===== config.mk =====
export PLATFORM = sky130hd
export DESIGN_NAME = hwmon_ctrl_regs
export DESIGN_NICKNAME = d
export VERILOG_FILES = /design/src/rtl/hwmon_ctrl_regs.sv
export SDC_FILE = /design/constraint.sdc
export NUM_CORES = 1
export LEC_CHECK = 0
export ABC_CLOCK_PERIOD_IN_PS = 2250
export BUFFER_PORTS_ARGS = -buffer_cell sky130_fd_sc_hd__buf_2
export CORE_UTILIZATION = 35
export DETAILED_ROUTE_END_ITERATION = 10
export RECOVER_POWER = 25
export SYNTH_ARGS = -nofsm -noshare
export SYNTH_HDL_FRONTEND = slang
export SYNTH_SLANG_ARGS = --single-unit

===== constraint.sdc =====
create_clock -name clk -period 2.25 [get_ports clk]
set_clock_uncertainty 0.05 [all_clocks]
set_input_delay 0.1125 -clock clk [delete_from_list [all_inputs] [get_ports clk]]
set_output_delay 0.1125 -clock clk [all_outputs]
set_load 0.01 [all_outputs]

===== src/rtl/hwmon_ctrl_regs.sv =====
module hwmon_ctrl_regs #(
  parameter int unsigned PULSE_CYC = 2500000,
  parameter logic [7:0]  A_CFG  = 8'h40,
  parameter logic [7:0]  A_ST1  = 8'h41,
  parameter logic [7:0]  A_ST2  = 8'h42,
  parameter logic [7:0]  A_MSK1 = 8'h43,
  parameter logic [7:0]  A_MSK2 = 8'h44
) (
  input  logic       clk,
  input  logic       rst_n,
  input  logic       wr_en,
  input  logic       rd_en,
  input  logic [7:0] addr,
  input  logic [7:0] wdata,
  output logic [7:0] rdata,
  input  logic [7:0] ev1,
  input  logic [7:0] ev2,
  output logic       mon_en,
  output logic       irq_n,
  output logic       rst_out_n,
  output logic       ci_out_n
);
  localparam int CW = $clog2(PULSE_CYC + 1);
  localparam logic [7:0] CFG_DEF   = 8'h08;
  localparam logic [7:0] CFG_RW    = 8'h0B;
  localparam logic [7:0] ST1_VALID = 8'hDF;
  localparam logic [7:0] ST2_VALID = 8'h13;

  logic [7:0]    cfg_q, sts1_q, sts2_q, msk1_q, msk2_q;
  logic [CW-1:0] rcnt_q, ccnt_q;
  logic          cfg_wr, init, cfg_ld, rd1, rd2;
  logic [7:0]    hit1, hit2;

  assign cfg_wr = wr_en && (addr == A_CFG);
  assign init   = cfg_wr && wdata[7];
  assign cfg_ld = cfg_wr && !wdata[7];
  assign rd1    = rd_en && (addr == A_ST1);
  assign rd2    = rd_en && (addr == A_ST2);

  assign mon_en = cfg_q[0] & ~cfg_q[3];
  assign hit1   = mon_en ? (ev1 & ST1_VALID) : 8'h00;
  assign hit2   = mon_en ? (ev2 & ST2_VALID) : 8'h00;

  always_ff @(posedge clk or negedge rst_n) begin
    if (!rst_n) begin
      cfg_q  <= CFG_DEF;
      sts1_q <= 8'h00;
      sts2_q <= 8'h00;
      msk1_q <= 8'h00;
      msk2_q <= 8'h00;
    end else if (init) begin
      cfg_q  <= CFG_DEF;
      sts1_q <= 8'h00;
      sts2_q <= 8'h00;
      msk1_q <= 8'h00;
      msk2_q <= 8'h00;
    end else begin
      if (cfg_ld) cfg_q <= wdata & CFG_RW;
      sts1_q <= (rd1 ? 8'h00 : sts1_q) | hit1;
      sts2_q <= (rd2 ? 8'h00 : sts2_q) | hit2;
      if (wr_en && addr == A_MSK1) msk1_q <= wdata;
      if (wr_en && addr == A_MSK2) msk2_q <= wdata;
    end
  end

  always_ff @(posedge clk or negedge rst_n) begin
    if (!rst_n) begin
      rcnt_q <= '0;
      ccnt_q <= '0;
    end else begin
      if (cfg_ld && wdata[4])  rcnt_q <= CW'(PULSE_CYC);
      else if (rcnt_q != '0)   rcnt_q <= rcnt_q - CW'(1);
      if (cfg_ld && wdata[6])  ccnt_q <= CW'(PULSE_CYC);
      else if (ccnt_q != '0)   ccnt_q <= ccnt_q - CW'(1);
    end
  end

  assign rst_out_n = (rcnt_q == '0);
  assign ci_out_n  = (ccnt_q == '0);
  assign irq_n = ~(cfg_q[1] & ~cfg_q[3] &
                   (|((sts1_q & ~msk1_q) | (sts2_q & ~msk2_q))));

  always_comb begin
    case (addr)
      A_CFG:   rdata = cfg_q;
      A_ST1:   rdata = sts1_q;
      A_ST2:   rdata = sts2_q;
      A_MSK1:  rdata = msk1_q;
      A_MSK2:  rdata = msk2_q;
      default: rdata = 8'h00;
    endcase
  end
endmodule


Word level (Yosys, flattened, before mapping)
Index checks and enable logic that the tools add are counted.
{"block": "totals", "reg_bits": 84, "input_bits": 36, "out_inout_bits": 12, "elab_cells": 63}
{"block": "op_classes", "n_addsub": 2, "n_eq_ne": 5, "mux": 17, "n_bitwise": 12, "n_reduce_logical": 20}
{"cell": "$mux 22", "count": 4}
{"cell": "$mux 8", "count": 11}
{"cell": "$logic_not 22->1", "count": 2}
{"cell": "$reduce_bool 22->1", "count": 2}
{"cell": "$sub 22x1->22 const B", "count": 2}
{"cell": "$eq 8x7->1 const B", "count": 5}
{"cell": "$pmux 8 s5", "count": 1}
{"cell": "$and 8x8->8", "count": 2}
{"cell": "$not 8->8", "count": 2}
{"cell": "$or 8x8->8", "count": 2}
{"cell": "$reduce_bool 2->1", "count": 5}
{"cell": "$logic_and 1x1->1", "count": 9}
{"cell": "$or 8x5->8", "count": 1}
{"cell": "$reduce_or 8->1", "count": 1}
{"cell": "$mux 5", "count": 1}
{"cell": "$and 1x1->1", "count": 3}
{"cell": "$not 1->1", "count": 2}
{"cell": "$logic_not 1->1", "count": 1}

Logic depth before layout (Yosys ltp)
Gate-level depths: netlist (run 1).
{"block": "logic_depth", "depth_word": 6, "ltp_mapped": 9, "depth_no_buf": 8}

Least setup slack after synthesis (run 1)
OpenSTA, ideal clock, no wires.
{"block": "synth_path", "path_kind": "register to register", "start": "reg rcnt_q[0]", "end": "reg rcnt_q[13]", "setup_time_ps": 132, "t_arrival_ps": 2204, "required_time_ps": 2068, "slack_ps": -135, "path_stages_with_launch": 10, "path_buffers": 1, "period_less_slack_ps": 2385, "path_cell_list": "dfrtp_1 -> inv_1 -> ha_1 -> nor4b_2 -> nand3b_1 -> or3_4 -> clkinv_4 -> buf_12 -> nor3_2 -> or3b_1"}
{"block": "synth_between", "elab_chain_cells": 3, "word_cells_on_any_way": 5, "classes_between": "add/sub: 1; mux: 2; reduce/logical: 2"}
{"element": "start, declared", "line": "30", "rtl": "logic [CW-1:0] rcnt_q, ccnt_q;"}
{"element": "start signal, assigned", "line": "71", "rtl": "if (cfg_ld && wdata[4]) rcnt_q <= CW'(PULSE_CYC);"}
{"element": "start signal, assigned", "line": "72", "rtl": "else if (rcnt_q != '0) rcnt_q <= rcnt_q - CW'(1);"}
{"element": "$sub 22x1->22", "line": "72"}
{"element": "$mux 22", "line": "72"}
{"element": "$mux 22", "line": "71"}
Parallel ways exist; a longest one is shown, timed or not. The select of a mux whose other input is x is not followed.
A chain may end at the register's enable or synchronous reset.

Final worst setup path (run 1)
{"block": "layout_path", "start": "reg rcnt_q[12]", "end": "reg rcnt_q[13]"}
The elaborated chain is that of the path after synthesis.

==> impl_metrics.json, run 1 <==
{
  "yosysUniqueCellTypes": 56,
  "antenna_found_initial": 0,
  "hold_path_class": "in -> reg",
  "post-route-period-util_pct": 105.5,
  "yosys_warnings": 0,
  "synth-seq-cells": 73,
  "final_nets": 562,
  "fin_total_pwr_mw": 3.712,
  "end_kind": "flip-flop",
  "wirelength_microns": 10790,
  "synthCells": 427,
  "overflow": 0,
  "synth_ff_type": "dfrtp_1",
  "dp.final_hpwl_microns": 7580,
  "fp.dieW_microns": 109.1,
  "clk_latency_ns": 0.33,
  "dr.pass1.iters": 4,
  "core_sq_um": 11030,
  "cap_violations": 0,
  "yosys.cell_count.top_type": "dfrtp_1",
  "setup_viol": 8,
  "fmax_mhz": 421.3,
  "syn_avg_cell_area_sq_um": 9.406,
  "yosysSeqAreaShare_pct": 45.51,
  "ios": 48,
  "slew_headroom_pct": 36.36,
  "grt_pass1_wl_microns": 17060,
  "cts.sink_count": 73,
  "drive_gt1_share_pct": 28.60,
  "design_area_sq_um": 5336,
  "tritoncts.num_buffers": 9,
  "synth_top_area_cell": "dfrtp_1",
  "grt_pass1_vias": 3392,
  "outcome": "complete, but fails checks",
  "hold_viol": 0,
  "slew_viol_final": 0,
  "holdWs_ns": 0.01325,
  "clock-root-buffer": "clkbuf_16",
  "syn-cell-area_sq_um": 4016,
  "cts_max_level": 3,
  "portBuffers": 41,
  "placed_cells": 637,
  "layout_setup_ws_ns": -0.1238,
  "instances_no_fill": 668,
  "synth_nets": 465,
  "fin_tns_setup_ns": -0.5354,
  "clockBufferDepth": 2,
  "tightest_slew_ns": 0.9546,
  "syn_to_final_growth_pct": 32.87,
  "required_ns": 2.40,
  "drc_errors": 0,
  "synthTopCellsByArea": "dfrtp_1 45%, mux2i_1 6.2%, nor2_1 6.0%, nand2_1 2.8%, xor2_1 2.6%",
  "criticalPathCategory": "reg -> reg",
  "place.gp.congestion": 0.8908,
  "initial_core_util_pct": 36.41,
  "start_kind": "flip-flop",
  "postSynth.asyncResetShare_pct": 100.0,
  "die_area_sq_um": 11910,
  "synth-edff-count": 0,
  "yosysTopAreaCellShare_pct": 44.86,
  "fp-row-count": 38,
  "vias": 3597,
  "layout_min_cycle_time_ns": 2.374,
  "die_h_microns": 109.1,
  "antenna_cells": 0,
  "rsz0062_at_grt": "yes",
  "power.density_nw_per_um2": 695.7,
  "p_leak_nw": 2.199,
  "fillers": 1040,
  "cts_tree": "yes",
  "grt_use_total_pct": 18.79,
  "violations": "setup timing",
  "crit_arrival_ns": 2.53,
  "wire_per_inst_microns": 16.15,
  "synth_common_cells": "72 x dfrtp_1, 64 x nor2_1, 30 x nand2_1, 25 x mux2i_1, 16 x inv_1",
  "grt_start_max_net_pins": 39,
  "cp_max_fo": 4,
  "ir_drop_mv": 0.6634,
  "ant_nets": 0,
  "placed_area_sq_um": 4690,
  "clkSlewWorstSetupHoldPaths_ns": 0.05,
  "drt_iter0_drc": 272,
  "vias_per_cell": 5.385
}
-- worst max-delay path, stage by stage, from the launching register on --
cell and delay (ns):
dfrtp_1 0.39, or4_4 0.54, or3_4 0.34, or3_4 0.36
clkinv_4 0.07, buf_6 0.11, nor3_2 0.04, or3b_1 0.35
-- final cells by class --
| type | instances | area [sq um] | area share (%) |
|---|---|---|---|
| multi-input cells | 320 | 2233 | 41.85 |
| flip-flops and latches | 73 | 1828 | 34.26 |
| repair buffers | 103 | 719.4 | 13.48 |
| clock buffers | 12 | 246.5 | 4.619 |
| well taps | 140 | 175.2 | 3.283 |
| inverters | 17 | 68.82 | 1.290 |
| clock inverters | 3 | 65.06 | 1.219 |
-- power by group --
group | internal [mW] | total, mW | switching (mW)
Sequential | 1.46 | 1.60 | 0.147
Combinational | 0.299 | 0.596 | 0.296
Clock | 0.993 | 1.51 | 0.521
-- cells by family (layout without fill, tap and decap cells) --
| family | after synthesis | count (layout) | share of synthesized area (%) |
|---|---|---|---|
| muxes | 26 | 26 | 6.511 |
| and+or+nand+nor | 193 | 194 | 25.61 |
| adders and majority gates | 2 | 2 | 0.6230 |
| AOI/OAI and AO/OA | 77 | 77 | 13.27 |
| xor gates and xnor gates | 21 | 21 | 4.580 |
| buffers and inverters | 35 | 135 | 3.894 |
| DFF | 73 | 73 | 45.51 |
-- routing by layer --
metal  track usage [%]  up-vias  part of all wire, %
li1                  -     1739                    -
met1             27.29     1768                   49
met2             27.40       81                   46
met3             4.662        9                  4.6
met4             5.405        0                 0.98
met5                 0        -                    0
-- metrics by stage --
| step | util [%] | setup WS [ns] |
|---|---|---|
| 5_1_grt | 48.38 | -0.1773 |
| 6_report | 48.38 | -0.1238 |
| 3_5_place_dp | 42.51 | -0.1309 |
| 2_1_floorplan | - | -0.07125 |
| 3_3_place_gp | 42.51 | -0.06068 |
| 4_1_cts | 47.05 | -0.1227 |
-- placed cells by master, fill, tap and decap left out, types with 3 or more instances in the layout --
cell	count
nand3b_1	4
o21bai_1	3
dlygate4sd3_1	8
nand4_1	6
nand2b_1	4
buf_4	48
and2_1	5
o31ai_2	4
xor2_1	12
a22oi_1	13
mux2i_1	25
o21ai_1	3
nor2b_1	10
o21ai_0	11
and3_1	5
nor4_2	5
nor3_2	3
nor3_1	12
buf_2	39
or3_4	3
a21oi_1	12
nand4b_1	5
a211oi_1	5
or3_1	5
nor4_1	6
nand2_1	30
inv_2	3
inv_1	13
clkbuf_16	9
xnor2_1	8
buf_6	7
nand3_1	7
dfrtp_1	72
o22ai_1	7
nor2_1	64
or4_1	4
-- what timing repair did --
| item | in CTS | in global routing |
|---|---|---|
| setup buffers | 4 | 3 |
| hold buffers | 8 | 0 |
| endpoints found under the setup margin | 26 | 26 |
| hold endpoints to repair | 43 | 0 |
| pin swaps | 4 | 8 |
| resized for setup | 17 | 25 |
| cloned | 0 | 1 |
-- path summary, 6_finish.rpt --
path                            start          to  slack [ns]  depth (start not counted)
max                        rcnt_q[12]  rcnt_q[13]       -0.12                          7
min                          wdata[2]   msk2_q[2]        0.01                          3
max reg2reg                rcnt_q[12]  rcnt_q[13]       -0.12                          7
min reg2reg                  cfg_q[3]    cfg_q[3]        0.46                          2
max in group asynchronous       rst_n    cfg_q[3]        0.89                          3
min in group asynchronous       rst_n  rcnt_q[10]        0.41                          2
-- registers in the layout (all words and copies together) (netlist names) --
register and flops:
msk2_q 8, msk1_q 8, sts2_q 3, rcnt_q 22
ccnt_q 22, cfg_q 3, sts1_q 7
(Power assumes the default switching activity.)
==> run 2, diff against run 1 <==
- PLACE_DENSITY: unset -> 0.61
==> run 2 against run 1 <==
The run ends with capacitance limit, slew limit, setup timing left; sequential share of layout area up 0.65 points; worst setup slack worse by 0.011 ns; non-clock buffer count down 3; total power down 5.1%; worst hold slack worse by 0.0057 ns; critical path depth unchanged; global-route usage down 0.068 points; die area unchanged; count of clock-buffer cells in the layout up 1; utilization down 0.90 points; sequential power about the same; largest cell class unchanged; clock power down 11%.
==> impl_metrics.json, run 2 (synthesized netlist as in run 1, its figures left out) <==
{
  "outcome": "complete, but fails checks",
  "violations": "capacitance limit, slew limit, setup timing",
  "cpMaxStageDelayCell": "or4_4",
  "fin_util_pct": 47.48,
  "place_ws_ns": -0.1258,
  "wire_per_inst_microns": 15.82,
  "fmax_mhz": 419.4,
  "antenna_cells": 0,
  "dr.pass1.iters": 4,
  "wirelength_microns": 10520,
  "vias_per_cell": 5.329,
  "path_common_cell": "or3_4",
  "rsz0062_at_grt": "yes",
  "grt_pass1_wl_microns": 17170,
  "cts_max_level": 3,
  "die_h_microns": 109.1,
  "critPathMaxStageDelay_ns": 0.54,
  "tightest_slew_ns": 1.696,
  "cts.sink_count": 73,
  "cp_cell_sequence": "or4_4 > or3_4 > or3_4 > clkinv_4 > buf_6 > nor3_2 > or3b_1",
  "vias": 3544,
  "fin_total_pwr_mw": 3.523,
  "hold_viol": 0,
  "end_kind": "flip-flop",
  "drive_gt1_share_pct": 27.24,
  "place.gp.congestion": 0.9096,
  "layout_setup_ws_ns": -0.1345,
  "clockBufferDepth": 2,
  "instances_no_fill": 665,
  "fp-row-count": 38,
  "drc_errors": 0,
  "cts_tree": "yes",
  "final_nets": 559,
  "crit_arrival_ns": 2.54,
  "placed_cells": 634,
  "hold_path_class": "in -> reg",
  "dp.final_hpwl_microns": 7336,
  "clk_latency_ns": 0.33,
  "cap_violations": 1,
  "required_ns": 2.41,
  "cp_max_fo": 5,
  "grt_start_max_net_pins": 45,
  "final_cell_mix": "72 x dfrtp_1, 63 x nor2_1, 45 x buf_4, 39 x buf_2, 30 x nand2_1",
  "criticalPathCategory": "reg -> reg",
  "overflow": 0,
  "slew_headroom_pct": -13.09,
  "fp.dieW_microns": 109.1,
  "core_sq_um": 11030,
  "antenna_found_initial": 0,
  "ant_nets": 0,
  "grt_use_total_pct": 18.73,
  "ir_drop_mv": 0.5417,
  "biggestRegsByFlops": "ccnt_q x22, rcnt_q x22",
  "syn_to_final_growth_pct": 30.40,
  "portBuffers": 41,
  "grt_pass1_vias": 3431,
  "post-route-period-util_pct": 106.0,
  "p_leak_nw": 2.157,
  "slew_viol_final": 30,
  "clock-root-buffer": "clkbuf_16",
  "start_kind": "flip-flop",
  "tritoncts.num_buffers": 9,
  "layout_min_cycle_time_ns": 2.385,
  "drt_iter0_drc": 259,
  "initial_core_util_pct": 36.41,
  "final_common_cell": "dfrtp_1",
  "power.density_nw_per_um2": 672.7,
  "clkSlewWorstSetupHoldPaths_ns": 0.06,
  "setup_viol": 8,
  "die_area_sq_um": 11910,
  "ios": 48
}
==> run 2: area by class of cell <==
cell class                      instances  area (sq um)
Clock buffer                           13         270.3
Multi-Input combinational cell        320          2168
Tap cell                              140         175.2
Sequential cell                        73          1828
Inverter                               17         68.82
Clock inverter                          2         12.51
Timing Repair Buffer                  100         714.4
Fill cell                            1010          5793
==> run 2: timing repair <==
action,4_1_cts,5_1_grt
endpoints found under the hold margin,35,0
hold buffers,7,0
gates cloned,0,1
pin swaps,5,11
setup endpoints to repair,22,30
setup buffers,6,2
resized for setup,17,14
==> run 2: critical path: cells and delay by family (launching register included) <==
| kind | cells | cell delay, ns |
|---|---|---|
| buf+inv | 2 | 0.19 |
| simple gates | 5 | 1.65 |
| flops | 1 | 0.37 |
==> run 2: stage by stage <==
step	hold slack, ns	setup TNS [ns]	area, sq um
after floorplan	-0.2331	-0.1250	4043
after global placement	0.02275	-0.3163	4692
after global routing	0.02388	-1.462	5238
after detailed placement	0.02306	-0.7203	4692
final	0.007507	-0.6725	5238
after CTS	0.0001252	-0.9572	5162
==> run 2: worst paths after layout <==
kind                             from          to  slack, ns  cells past startpoint
max                        rcnt_q[11]  rcnt_q[13]      -0.13                      7
min                            ev1[7]   sts1_q[7]      0.008                      3
max reg2reg                rcnt_q[11]  rcnt_q[13]      -0.13                      7
min reg2reg                  cfg_q[3]    cfg_q[3]       0.46                      2
max in group asynchronous       rst_n   sts2_q[4]       0.46                      2
min in group asynchronous       rst_n  rcnt_q[10]       0.70                      2
==> run 2: report_power, final <==
group	total, mW	switching (mW)	internal [mW]
combinational	0.578	0.280	0.298
sequential	1.60	0.147	1.46
clock	1.34	0.514	0.828
total	3.52	0.941	2.58
==> run 2: routing by layer <==
metal | wire (microns) | track usage, % | vias to the layer above
li1 | - | - | 1740
met1 | 4967 | 25.37 | 1711
met2 | 4927 | 29.11 | 86
met3 | 513 | 4.782 | 7
met4 | 115 | 5.792 | 0
met5 | 0 | 0 | -
==> run 3, diff against run 2 <==
- CORE_ASPECT_RATIO: unset -> 1.1
==> run 3 against run 2 <==
Die area about the same; the run still ends with capacitance limit, slew limit, setup timing left; worst setup slack about the same; critical endpoint unchanged; final area down 0.26%.
==> impl_metrics.json, run 3 (synthesized netlist as in run 1, its figures left out) <==
{
  "place.gp.congestion": 0.8933,
  "dp.final_hpwl_microns": 7268,
  "grt_pass1_vias": 3457,
  "fp.dieW_microns": 104.1,
  "tightest_slew_ns": 1.658,
  "overflow": 0,
  "tritoncts.num_buffers": 9,
  "power.density_nw_per_um2": 677.8,
  "grt_use_total_pct": 18.22,
  "end_kind": "flip-flop",
  "cts.sink_count": 73,
  "biggestRegsByFlops": "ccnt_q x22, rcnt_q x22",
  "slew_viol_final": 74,
  "setup_viol": 13,
  "vias_per_cell": 5.336,
  "criticalPathCategory": "reg -> reg",
  "dr_wl_met2_microns": 5377,
  "wire_per_inst_microns": 15.87,
  "dr.pass1.iters": 4,
  "wirelength_microns": 10670,
  "drive_gt1_share_pct": 27.81,
  "fin_util_pct": 47.23,
  "core_sq_um": 11060,
  "wl_met3_microns": 383,
  "final_common_cell": "dfrtp_1",
  "fmax_mhz": 419.4,
  "hold_viol": 0,
  "ir_drop_mv": 0.4719,
  "antenna_found_initial": 1,
  "vias": 3586,
  "grt_pass1_wl_microns": 17080,
  "routed.top_layer": "met5",
  "cap_violations": 1,
  "rsz0062_at_grt": "yes",
  "crit_arrival_ns": 2.54,
  "grt_start_max_net_pins": 74,
  "holdWs_ns": 0.002863,
  "cts_tree": "yes",
  "cts_max_level": 3,
  "antenna_cells": 0,
  "portBuffers": 41,
  "outcome": "complete, but fails checks",
  "clk_latency_ns": 0.33,
  "ant_nets": 0,
  "layout_min_cycle_time_ns": 2.384,
  "p_leak_nw": 2.144,
  "clock-root-buffer": "clkbuf_16",
  "final_cell_mix": "72 x dfrtp_1, 64 x nor2_1, 46 x buf_4, 40 x buf_2, 30 x nand2_1",
  "cp_max_fo": 4,
  "post-route-period-util_pct": 106.0,
  "hold_path_class": "in -> reg",
  "layout_setup_ws_ns": -0.1345,
  "ios": 48,
  "violations": "capacitance limit, slew limit, setup timing",
  "fp-row-count": 40,
  "clockBufferDepth": 2,
  "start_kind": "flip-flop",
  "syn_to_final_growth_pct": 30.06,
  "required_ns": 2.40,
  "drc_errors": 0,
  "die_area_sq_um": 11910,
  "slew_headroom_pct": -10.54,
  "wl_met1_microns": 4728,
  "initial_core_util_pct": 36.31,
  "clkSlewWorstSetupHoldPaths_ns": 0.06,
  "final_nets": 558,
  "fin_total_pwr_mw": 3.541,
  "drt_iter0_drc": 173,
  "die_h_microns": 114.4
}
-- run 3: cell count changes in the layout (fill, tap and decap cells not counted), sizes merged --
cell	delta
clkbuf	-1
or2	-1
buf	-1
clkinv	+2
clkinvlp	+1
-- run 3: cell type report --
cell class              instances  area, sq um
clock inverters                 5        30.03
multi-input cells             319         2181
clock buffers                  11        252.7
inverters                      17        68.82
well taps                     147        183.9
repair buffers                100        679.4
flip-flops and latches         73         1828
fillers                      1076         5837
-- run 3: final timing paths --
kind	from	endpoint	slack, ns	depth (start not counted)
max	rcnt_q[9]	rcnt_q[13]	-0.13	7
min	wdata[2]	msk2_q[2]	0.003	3
max reg2reg	rcnt_q[9]	rcnt_q[13]	-0.13	7
min reg2reg	msk2_q[7]	msk2_q[7]	0.47	2
max in group asynchronous	rst_n	sts1_q[7]	0.45	2
min in group asynchronous	rst_n	rcnt_q[10]	0.71	2
-- run 3: repair_timing --
action                                 in CTS  in global routing
setup endpoints to repair                  25                 23
gates resized for setup                    15                 21
buffers inserted                            2                  5
pin swaps                                   9                  9
endpoints found under the hold margin      78                  0
hold buffers                                7                  0
-- run 3: stage by stage --
step           setup TNS [ns]  instances  worst slack [ns]  area (sq um)
3_5_place_dp          -0.7310        642           -0.1220          4683
2_1_floorplan         -0.1250        427          -0.07125          4043
4_1_cts                -1.437        667           -0.2004          5105
5_1_grt                -1.453        672           -0.1581          5224
6_report              -0.5743        672           -0.1345          5224
3_3_place_gp          -0.2991        642          -0.07798          4683
-- run 3: power breakdown --
part | switching [mW] | internal [mW] | leakage (nW)
combinational | 0.291 | 0.312 | 1.16
clock | 0.538 | 0.800 | 0.137
sequential | 0.143 | 1.46 | 0.848
total | 0.973 | 2.57 | 2.14
-- run 3: layer usage --
layer	up-vias	global-route usage (%)
met3	16	3.813
met4	2	6.762
met1	1766	23.41
li1	1733	-
met5	-	0
met2	69	30.40
-- run 3: critical path, cell delays in order, from the launching register on --
cell and delay (ns):
dfrtp_1 0.38, or4_4 0.54, or3_4 0.35, or3_4 0.36, clkinv_4 0.07, buf_6 0.11, nor3_2 0.04, or3b_1 0.36
